[src/rtl/cap_pkg.sv]
package cap_pkg;
  localparam int MODE_W = 4;

  localparam logic [MODE_W-1:0] MODE_OFF   = 4'b0000;
  localparam logic [MODE_W-1:0] MODE_FALL  = 4'b0100;
  localparam logic [MODE_W-1:0] MODE_RISE  = 4'b0101;
  localparam logic [MODE_W-1:0] MODE_DIVA  = 4'b0110;
  localparam logic [MODE_W-1:0] MODE_DIVB  = 4'b0111;

  // strobes handed from control to datapath
  typedef struct packed {
    logic load;
    logic clear;
  } cap_strobe_t;

  function automatic logic isCapMode(input logic [MODE_W-1:0] m);
    return m[MODE_W-1:MODE_W-2] == 2'b01;
  endfunction

  function automatic logic isDivMode(input logic [MODE_W-1:0] m);
    return (m == MODE_DIVA) || (m == MODE_DIVB);
  endfunction
endpackage

[src/rtl/cap_ctrl.sv]
module cap_ctrl
  import cap_pkg::*;
#(
  parameter int SYNC_STAGES = 2,
  parameter int DIV_A       = 4,
  parameter int DIV_B       = 16,
  localparam int CNT_W      = $clog2(DIV_B)
) (
  input  logic              clk,
  input  logic              rstN,
  input  logic              capPin,
  input  logic [MODE_W-1:0] modeSel,
  input  logic              flagClr,
  output cap_strobe_t       strobes,
  output logic [CNT_W-1:0]  prescCount
);
  localparam logic [CNT_W-1:0] TERM_A = CNT_W'(DIV_A - 1);
  localparam logic [CNT_W-1:0] TERM_B = CNT_W'(DIV_B - 1);

  logic [SYNC_STAGES-1:0] syncQ;
  logic                   pinSync;
  logic                   prevSel;
  logic                   armedQ;
  logic                   curSel;
  logic                   edgeHit;
  logic                   capMode;
  logic                   divMode;
  logic [CNT_W-1:0]       termCnt;
  logic                   reachTerm;
  logic                   doLoad;

  // synchronizer chain, one flop per stage
  generate
    for (genvar s = 0; s < SYNC_STAGES; s++) begin : g_sync
      always_ff @(posedge clk) begin
        if (!rstN) syncQ[s] <= 1'b0;
        else if (s == 0) syncQ[s] <= capPin;
        else syncQ[s] <= syncQ[(s == 0) ? 0 : s-1];
      end
    end
  endgenerate

  assign pinSync = syncQ[SYNC_STAGES-1];
  assign capMode = isCapMode(modeSel);
  assign divMode = isDivMode(modeSel);

  // polarity follows the mode so that a falling edge looks like a rise
  assign curSel  = (modeSel == MODE_FALL) ? ~pinSync : pinSync;
  assign edgeHit = armedQ && capMode && curSel && !prevSel;

  assign termCnt   = (modeSel == MODE_DIVA) ? TERM_A : TERM_B;
  assign reachTerm = prescCount >= termCnt;

  always_comb begin
    doLoad = 1'b0;
    if (edgeHit) doLoad = divMode ? reachTerm : 1'b1;
  end

  always_ff @(posedge clk) begin
    if (!rstN) begin
      prevSel <= 1'b0;
      armedQ  <= 1'b0;
    end else begin
      prevSel <= curSel;
      armedQ  <= capMode;
    end
  end

  always_ff @(posedge clk) begin
    if (!rstN || !capMode) prescCount <= '0;
    else if (divMode && edgeHit) begin
      if (reachTerm) prescCount <= '0;
      else prescCount <= prescCount + 1'b1;
    end
  end

  assign strobes.load  = doLoad;
  assign strobes.clear = flagClr;
endmodule

[src/rtl/cap_datapath.sv]
module cap_datapath
  import cap_pkg::*;
#(
  parameter int TIMER_W = 16
) (
  input  logic               clk,
  input  logic               rstN,
  input  cap_strobe_t        strobes,
  input  logic [TIMER_W-1:0] timerVal,
  output logic [TIMER_W-1:0] holdValue,
  output logic               flagQ
);
  always_ff @(posedge clk) begin
    if (!rstN) holdValue <= '0;
    else if (strobes.load) holdValue <= timerVal;
  end

  // capture has priority over the clear strobe
  always_ff @(posedge clk) begin
    if (!rstN) flagQ <= 1'b0;
    else if (strobes.load) flagQ <= 1'b1;
    else if (strobes.clear) flagQ <= 1'b0;
  end
endmodule

[src/rtl/tmr_capture_unit.sv]
module tmr_capture_unit
  import cap_pkg::*;
#(
  parameter int TIMER_W     = 16,
  parameter int SYNC_STAGES = 2,
  parameter int DIV_A       = 4,
  parameter int DIV_B       = 16,
  localparam int CNT_W      = $clog2(DIV_B)
) (
  input  logic               clk,
  input  logic               rstN,
  input  logic               capPin,
  input  logic [TIMER_W-1:0] timerVal,
  input  logic [MODE_W-1:0]  modeSel,
  input  logic               flagClr,
  output logic [TIMER_W-1:0] capValue,
  output logic               capFlag
);
  cap_strobe_t      strobes;
  logic [CNT_W-1:0] prescCount;

  cap_ctrl #(
    .SYNC_STAGES(SYNC_STAGES),
    .DIV_A(DIV_A),
    .DIV_B(DIV_B)
  ) u_ctrl (
    .clk(clk),
    .rstN(rstN),
    .capPin(capPin),
    .modeSel(modeSel),
    .flagClr(flagClr),
    .strobes(strobes),
    .prescCount(prescCount)
  );

  cap_datapath #(
    .TIMER_W(TIMER_W)
  ) u_dp (
    .clk(clk),
    .rstN(rstN),
    .strobes(strobes),
    .timerVal(timerVal),
    .holdValue(capValue),
    .flagQ(capFlag)
  );
endmodule

[config.mk]
export PLATFORM = sky130hd
export DESIGN_NAME = tmr_capture_unit
export DESIGN_NICKNAME = d
export VERILOG_FILES = /design/src/rtl/cap_pkg.sv /design/src/rtl/cap_ctrl.sv /design/src/rtl/cap_datapath.sv /design/src/rtl/tmr_capture_unit.sv
export SDC_FILE = /design/constraint.sdc
export NUM_CORES = 1
export LEC_CHECK = 0
export BUFFER_PORTS_ARGS = -buffer_cell sky130_fd_sc_hd__buf_4
export CAP_MARGIN = 20
export CORE_ASPECT_RATIO = 0.7
export CORE_MARGIN = 2
export CORE_UTILIZATION = 40
export CTS_CLUSTER_SIZE = 28
export DETAILED_ROUTE_END_ITERATION = 16
export MAX_ROUTING_LAYER = met4
export PLACE_DENSITY = 0.75
export SLEW_MARGIN = 40
export SYNTH_ARGS = -nofsm -noshare
export SYNTH_HDL_FRONTEND = slang
export SYNTH_SLANG_ARGS = --single-unit
[constraint.sdc]
create_clock -name clk -period 2 [get_ports clk]
set_clock_uncertainty 0.05 [all_clocks]
set_input_delay 0 -clock clk [delete_from_list [all_inputs] [get_ports clk]]
set_output_delay 0 -clock clk [all_outputs]
set_load 0.01 [all_outputs]
=== Yosys cells after proc, flatten, opt, wreduce, memory -nomap -nowiden ===
Cells that the tools add are included.
Widths: inputs -> output; s select.

* Register bits: 25
* Output and inout bits: 17

* Add/subtract/negate cells: 1
* Order comparisons: 1
* Equality and inequality tests: 4
* Multiplexer cells: 7
* Bitwise logic cells: 1
* Reduce and logical (&&, ||, !) cells: 10

{| class="wikitable"
|+ Operators with widths
! cell !! count
|-
| $eq 4x3->1 const B || 3
|-
| $mux 4 || 2
|-
| $mux 1 || 5
|-
| $add 4x1->4 const B || 1
|-
| $ge 4x4->1 || 1
|-
| $logic_and 1x1->1 || 4
|-
| $logic_not 1->1 || 3
|-
| $eq 2x1->1 const B || 1
|-
| $logic_or 1x1->1 || 2
|-
| $reduce_bool 2->1 || 1
|-
| $not 1->1 || 1
|}

=== Longest topological paths before layout ===
Gate-level depths: netlist (run 1).

* Word-level depth: 6
* Depth in mapped cells: 8

=== Hierarchy ===
A second synthesis (run 1) with hierarchy kept.

* Cell total of the unflattened synthesis: 100
* Area total of the unflattened synthesis: 1108.6 um^2

{| class="wikitable"
|+ By module, submodules not included
! module !! times used !! cells an instance !! area an instance (um^2) !! sequential area each (um^2)
|-
| cap_datapath || 1 || 54 || 649.4 || 340.3
|-
| cap_ctrl || 1 || 46 || 459.2 || 160.2
|}

=== Worst setup path before layout (run 1) ===
OpenSTA, ideal clock, no wires.

* Path kind: reg-to-reg
* Start: register u_ctrl.prescCount[2]
* End: register u_dp.holdValue[10]
* Setup time: 0.072 ns
* Arrival: 1.580 ns
* Required time: 1.878 ns
* Setup slack: 0.298 ns
* Stages on the path, launching flop included: 8
* Buffers on the path: 2
* Clock period less this slack: 1.702 ns
* Path through: dfxtp_1 -> ha_1 -> a21oi_1 -> maj3_2 -> o21ai_2 -> buf_6 -> buf_12 -> mux2i_1

* Word-level cells in the longest chain between the ends: 3

{| class="wikitable"
|+ Ends and longest elaborated chain
! item !! RTL line !! RTL
|-
| start: declaration || cap_ctrl.sv:15 || <nowiki>output logic [CNT_W-1:0] prescCount</nowiki>
|-
| start signal: assignment || cap_ctrl.sv:73 || <nowiki>else prescCount <= prescCount + 1'b1;</nowiki>
|-
| $ge 4x4->1 || cap_ctrl.sv:52 || <nowiki>assign reachTerm = prescCount >= termCnt;</nowiki>
|-
| $mux 1 (2 in a row) || cap_ctrl.sv:56 || <nowiki>if (edgeHit) doLoad = divMode ? reachTerm : 1'b1;</nowiki>
|-
| end signal: assignment || cap_datapath.sv:15 || <nowiki>else if (strobes.load) holdValue <= timerVal;</nowiki>
|-
| end: declaration || cap_datapath.sv:10 || <nowiki>output logic [TIMER_W-1:0] holdValue,</nowiki>
|}

Every way passes these cells.
A chain may end at the register's enable or synchronous reset.

=== Worst setup path in the final report (run 1) ===
* Start: register u_ctrl.prescCount[0]
* End: register u_dp.holdValue[6]

Same word-level chain as after synthesis.

==> summary.md, run 1 <==
| Metric | Value |
|---|---|
| Net Sw Frac | 22.3% |
| Max-cap violations | 0 |
| Remaining antenna violation count after routing | 0 |
| Worst EP required | ~2.2 ns |
| RSZ-0062 raised after global routing | false |
| Post-DR wirelength/cell | approximately 12 µm |
| Pre-CTS WS | about 0.13 ns |
| Max clock buf depth | 2 |
| Largest net degree at the start of global routing | 38 |
| Non-Filler Instances | 211 |
| Pint | 711 µW |
| Synthesized flop and latch total | 25 |
| # diodes | 0 |
| Port bufs | 40 |
| Achievable Freq | 561 MHz |
| Yosys synthesis warning count | 0 |
| Largest area contributor in the netlist | dfxtp_1 |
| Number of distinct library cells after synthesis | 32 |
| Final hold vios | 0 |
| Synth top area share | roughly 45% |
| Critical path type | flip-flop to flip-flop |
| Reg area | 500 µm² |
| Post-route clock period utilization | 89.1% |
| Hold Path Class | input pin to flip-flop |
| Final setup TNS | 0 ns |
| First-pass GRT wire length | 4560 µm |
| Die outline height | 48.3 µm |
| Drt via density | about 4.9 |
| Post-Syn Area per Cell | ~9.4 µm² |
| PwrDens | 556 nW/µm² |
| Multi-input gate area | ~550 µm² |
| Most frequent cells in the layout | buf_4 (40), nand2_1 (35), dfxtp_1 (25) |
| Cell leakage power | 0.000694 µW |
| Crit path capture type | flip-flop |
| Vias in the first global route | 1044 |
| Latest clock arrival within the worst-skew pair | roughly 0.27 ns |
| Row count | 16 |
| Routed WL | 2560 µm |
| Core area | ~2700 µm² |
| Pwr Total | 916 µW |
| Min cycle time layout | between 1.5 and 2 ns |
| DR pass1 iterations | 4 |
| Gpl congestion | 0.778 |
| Area delta synth->final | 46.7% |
| CTS tree | yes |
| Status | finished clean |
| Share of cells above drive strength 1 | 28.6% |
| Pins over their slew limit | 0 |
| Clock Sinks | 25 |
| Largest stage delay on the critical path | 0.38 ns |
| CTS buffer count | 3 |
| Critical path's slowest cell | dfxtp_1 |
| Gate power share | 10.9% |
| CP delay by family, top | adder cells |
| Vias | 1027 |
| Register share of total power | 55.1% |
| Total GRT Usage | 18.5% |
| CP Launch Type | flip-flop |
| Final WS setup | 0.219 ns |
| Syn Nets | between 100 and 150 |
| Placed cell count | 190 |
| Buf/Inv on CP | 1 |
| Ranking of synthesized cells by area | dfxtp_1 (45%), mux2i_1 (14%), nand2_1 (12%), buf_6 (3.0%), ha_1 (2.2%) |
| Final setup fails | 0 |
| Total Die Area | 3250 µm² |
| Max_slew headroom | 78.3% |
| Ports | a little over 40 |
| Worst-margin pin slew | between 0.3 and 0.4 ns |
| Hold Slack | 0.0678 ns |
| Mapped Cells | 119 |
| Die X | 67.3 µm |
| Clock transition at the registers of the reported paths | 0.09 ns |
| Post-CTS setup buffers | 0 |
| CTS Root Cell | clkbuf_8 |
| Residual DRC | 0 |
| H-tree levels | 1 |
| Nets | 202 |
| Register area share after synthesis | ~45% |
| Fill cells | about 240 |
| Initial antenna violation count | 0 |
| Post-Syn Area | 1120 µm² |
| Worst vdd ir | 0.490 mV |
| Psw | 205 µW |
| Drt initial violations | 35 |
| Global route overflow | 0 |
| Crit path max fanout | 17 |
| Commonest non-fill, non-tap cell in the layout | buf_4 |
| HPWL Detailed | ~1700 µm |
| Clock power frac | 33.9% |
| Crit path DAT | 1.93 ns |
| Cell Chain, Critical Path | ha_1, a21oi_1, maj3_2, o21ai_2, buf_12, mux2i_1 |
| Starting Density | 41.2% |
-- flip-flops by register name, indices dropped and copies added, names as in the netlist --
name and flops:
u_ctrl.prevSel 1, u_ctrl.pinSync 1, u_dp.holdValue 16, u_dp.flagQ 1, u_ctrl.prescCount 4, u_ctrl.armedQ 1
u_ctrl.syncQ 1
-- Yosys cell counts, drive strengths merged --
library cell  instances
nand2                35
dfxtp                25
mux2i                16
nand3                 5
a21oi                 4
buf                   4
and2                  3
o21ai                 3
clkbuf                2
ha                    2
inv                   2
nand3b                2
a211oi                1
a31oi                 1
and2b                 1
and3                  1
and3b                 1
and4bb                1
maj3                  1
nand2b                1
nand4b                1
nor2                  1
nor2b                 1
nor3                  1
nor4b                 1
nor4bb                1
o21a                  1
xor2                  1
-- path summary, 6_finish.rpt --
path                   startpoint              endpoint  slack [ns]  cells after the start
max reg2reg  u_ctrl.prescCount[0]     u_dp.holdValue[6]        0.22                      6
min                    modeSel[1]  u_ctrl.prescCount[1]        0.07                      4
min reg2reg       u_ctrl.syncQ[0]        u_ctrl.pinSync        0.39                      1
max          u_ctrl.prescCount[0]     u_dp.holdValue[6]        0.22                      6
-- power groups by stage --
stage                     registers (µW)  logic, µW  clock network, µW
after floorplan                      517       31.7                  0
after global placement               516       70.6                  0
after detailed placement             517       72.1                  0
after CTS                            505       98.7                319
after global routing                 506        110                345
final                                505        100                311
-- metrics by stage --
stage | util, % | cell area, µm²
2_1_floorplan | - | 1120
3_3_place_gp | 52.4 | 1430
3_5_place_dp | 52.4 | 1430
4_1_cts | 60.5 | 1650
5_1_grt | 60.5 | 1650
6_report | 60.5 | 1650
-- repair_timing --
item,CTS,global route
hold buffers,17,0
gates resized for setup,0,0
endpoints found under the hold margin,17,0
-- area by class of cell --
| type | count | area share, % |
|---|---|---|
| clock buffer | 3 | 2.51 |
| multi-input combinational | 86 | 33.6 |
| inverter | 2 | 0.456 |
| timing repair buffer | 58 | 29.8 |
| tap | 36 | 2.74 |
| sequential | 25 | 30.4 |
| clock inverter | 1 | 0.532 |
-- worst reg2reg max path, stage by stage, from the launching register on --
cell and delay (ns):
dfxtp_1 0.38, ha_1 0.21, a21oi_1 0.09, maj3_2 0.37, o21ai_2 0.20, buf_12 0.19, mux2i_1 0.22
-- metal layers --
layer | GRT usage (%) | vias to the layer above | part of all wire [%]
met5 | - | - | 0
li1 | - | 512 | -
met4 | 4.76 | 0 | 2.8
met3 | 5.12 | 6 | 4.4
met1 | 20.7 | 481 | 42
met2 | 32.3 | 28 | 50
-- kinds of logic (layout without fill, tap and decap cells) --
family / Yosys count / in the layout / synth area share, %
adder cells (fa/ha/maj): 3 / 3 / 3.23
XOR/XNOR: 1 / 1 / 0.781
AO/OA/AOI/OAI: 10 / 10 / 5.35
flip-flops: 25 / 25 / 44.6
multiplexers: 16 / 16 / 14.3
buffers and inverters: 8 / 64 / 6.13
AND/OR/NAND/NOR: 56 / 56 / 25.6
No activity file was read; power rests on OpenSTA's default activity.
==> inputs of run 2 (changes only) <==
--- a/config.mk
+++ b/config.mk
@@ -7,13 +7,15 @@
 export LEC_CHECK = 0
 export BUFFER_PORTS_ARGS = -buffer_cell sky130_fd_sc_hd__buf_4
 export CAP_MARGIN = 20
+export CELL_PAD_IN_SITES_DETAIL_PLACEMENT = 0
+export CELL_PAD_IN_SITES_GLOBAL_PLACEMENT = 1
 export CORE_ASPECT_RATIO = 0.7
 export CORE_MARGIN = 2
-export CORE_UTILIZATION = 40
+export CORE_UTILIZATION = 35
 export CTS_CLUSTER_SIZE = 28
 export DETAILED_ROUTE_END_ITERATION = 16
 export MAX_ROUTING_LAYER = met4
-export PLACE_DENSITY = 0.75
+export PLACE_DENSITY = 0.85
 export SLEW_MARGIN = 40
 export SYNTH_ARGS = -nofsm -noshare
 export SYNTH_HDL_FRONTEND = slang
==> run 2 against run 1 <==
Compared with the run above: non-clock buffer count unchanged; register-to-register slack about the same; worst hold slack better by 0.0092 ns; fmax up 0.11%; wire length down 4.1%; sequential share of layout area about the same; flip-flop and latch count unchanged; cell count up 0.95%; sequential power about the same; critical path type unchanged; highest routed layer unchanged.
==> summary.md, run 2 (same netlist as run 1, synthesis figures left out) <==
| Metric | Value |
|---|---|
| Global route overflow | 0 (unchanged) |
| FF-to-FF Start | u_ctrl.prescCount[2] |
| Biggest regs | u_dp.holdValue: 16 flops, u_ctrl.prescCount: 4 flops |
| CTS Root Cell | clkbuf_8 |
| Initial antenna violation count | 0 (unchanged) |
| Largest stage delay on the critical path | 0.37 ns (about the same) |
| Port bufs | 40 (unchanged) |
| Final hold vios | 0 (unchanged) |
| CTS tree | yes |
| Residual DRC | 0 (unchanged) |
| PwrDens | 539 nW/µm² (-3.1%) |
| Clock Sinks | 25 (unchanged) |
| Vias in the first global route | 933 (-11%) |
| Worst EP required | 2.14 ns (about the same) |
| Max clock buf depth | 2 (unchanged) |
| Worst hold path startpoint | modeSel[2] |
| Clock transition at the registers of the reported paths | 0.08 ns (about the same) |
| First-pass GRT wire length | 4060 µm (-11%) |
| Post-route clock period utilization | 89.0% (-0.096 points) |
| Critical path type | flip-flop to flip-flop |
| Max-cap violations | 0 (unchanged) |
| Final setup TNS | 0 ns (unchanged) |
| Cell leakage power | 0.000690 µW (-0.48%) |
| Total Die Area | 3680 µm² (+13%) |
| Die X | 71.7 µm (+6.5%) |
| Achievable Freq | 562 MHz (+0.11%) |
| Crit path DAT | 1.92 ns (about the same) |
| Share of cells above drive strength 1 | 28.0% (-0.57 points) |
| Placed inst area | 1430 µm² (+0.18%) |
| Final Util | 52.9% (-7.5 points) |
| Routed WL | 2450 µm (-4.1%) |
| Largest register by flop count | u_dp.holdValue |
| Critical Path Source | u_ctrl.prescCount[2] |
| Row count | 17 (+1) |
| Gpl congestion | 0.816 (+4.8%) |
| Crit path max fanout | 17 (unchanged) |
| Nets | 202 (unchanged) |
| CTS Hold Buffers Added | 17 (unchanged) |
| Most frequent cells in the layout | buf_4 (40), nand2_1 (35), dfxtp_1 (25) |
| # diodes | 0 (unchanged) |
| HPWL Detailed | 1740 µm (+3.1%) |
| Pins over their slew limit | 0 (unchanged) |
| H-tree levels | 1 (unchanged) |
| Starting Density | 36.1% (-5.1 points) |
| Drt via density | 4.69 (-3.5%) |
| PostCTS Resize Cnt | 0 (unchanged) |
| Cell Chain, Critical Path | ha_1, a21oi_1, maj3_2, o21ai_2, buf_12, mux2i_1 |
| Vias | 1000 (-2.6%) |
| Drt initial violations | 42 (+20%) |
| Hold Path Class | input pin to flip-flop |
| CP Launch Type | flip-flop |
| Remaining antenna violation count after routing | 0 (unchanged) |
| Worst-margin pin slew | 0.342 ns (+0.0216 ns) |
| Core area | 3110 µm² (+14%) |
| Worst vdd ir | 0.271 mV (-45%) |
| Largest net degree at the start of global routing | 38 (unchanged) |
| Max_slew headroom | 76.9% (-1.5 points) |
| CP delay by family, top | adder cells |
| Max reg flops | 16 (unchanged) |
| Post-DR wirelength/cell | 11.5 µm (-5.0%) |
| Latest clock arrival within the worst-skew pair | 0.26 ns (about the same) |
| Status | finished clean |
| Buf/Inv on CP | 1 (unchanged) |
| Total GRT Usage | 14.9% (-3.7 points) |
| Crit path capture type | flip-flop |
| Commonest non-fill, non-tap cell in the layout | buf_4 |
| Post-CTS setup buffers | 0 (unchanged) |
| CTS buffer count | 3 (unchanged) |
| Min cycle time layout | 1.78 ns (-0.00192 ns) |
| RSZ-0062 raised after global routing | false |
| Area delta synth->final | 46.5% |
| Critical path's slowest cell | maj3_2 |
| Ports | 41 (unchanged) |
| Final Cell Area | 1640 µm² (-0.15%) |
| Die outline height | 51.4 µm (+6.3%) |
| Final setup fails | 0 (unchanged) |
| DR pass1 iterations | 4 (unchanged) |
run 2: changes by cell type in the layout (fill, tap and decap cells not counted), sizes merged:
cell	previous run	this run
clkbuf	3	4
inv	3	2
run 2: tightest hold or removal path, cell delays in order:
cell	delay [ns]
buf_4	0.09
nand3b_1	0.17
inv_1	0.09
run 2: per-stage QoR:
step	hold WS [ns]	power [µW]	std cells	worst slack, ns
2_1_floorplan	0.0773	548	119	0.298
3_3_place_gp	0.162	588	192	0.270
3_5_place_dp	0.162	590	192	0.196
4_1_cts	0.0696	902	213	0.198
5_1_grt	0.0982	935	213	0.0883
6_report	0.0770	886	213	0.221
run 2: worst paths after layout:
kind,slack (ns),depth (start not counted),end
min reg2reg,0.39,1,u_ctrl.pinSync
min,0.08,3,u_ctrl.armedQ
max reg2reg,0.22,6,u_dp.holdValue[5]
max,0.22,6,u_dp.holdValue[5]
run 2: where the power goes:
group,switching (µW),internal [µW],total [µW]
registers,2.82,502,505
logic,36.4,63.1,99.5
clock network,140,142,282
run 2: final cells by class:
type	count	area [µm²]
flip-flops and latches	25	500
multi-input cells	86	553
clock buffers	4	45.0
fillers	289	1460
well taps	38	47.5
inverters	2	7.51
repair buffers	58	490
run 2: layer usage:
| layer | track usage, % | routed length, µm |
|---|---|---|
| met5 | - | 0 |
| met1 | 17.1 | 1140 |
| met3 | 4.34 | 139 |
| met4 | 4.72 | 33 |
| met2 | 25.3 | 1140 |
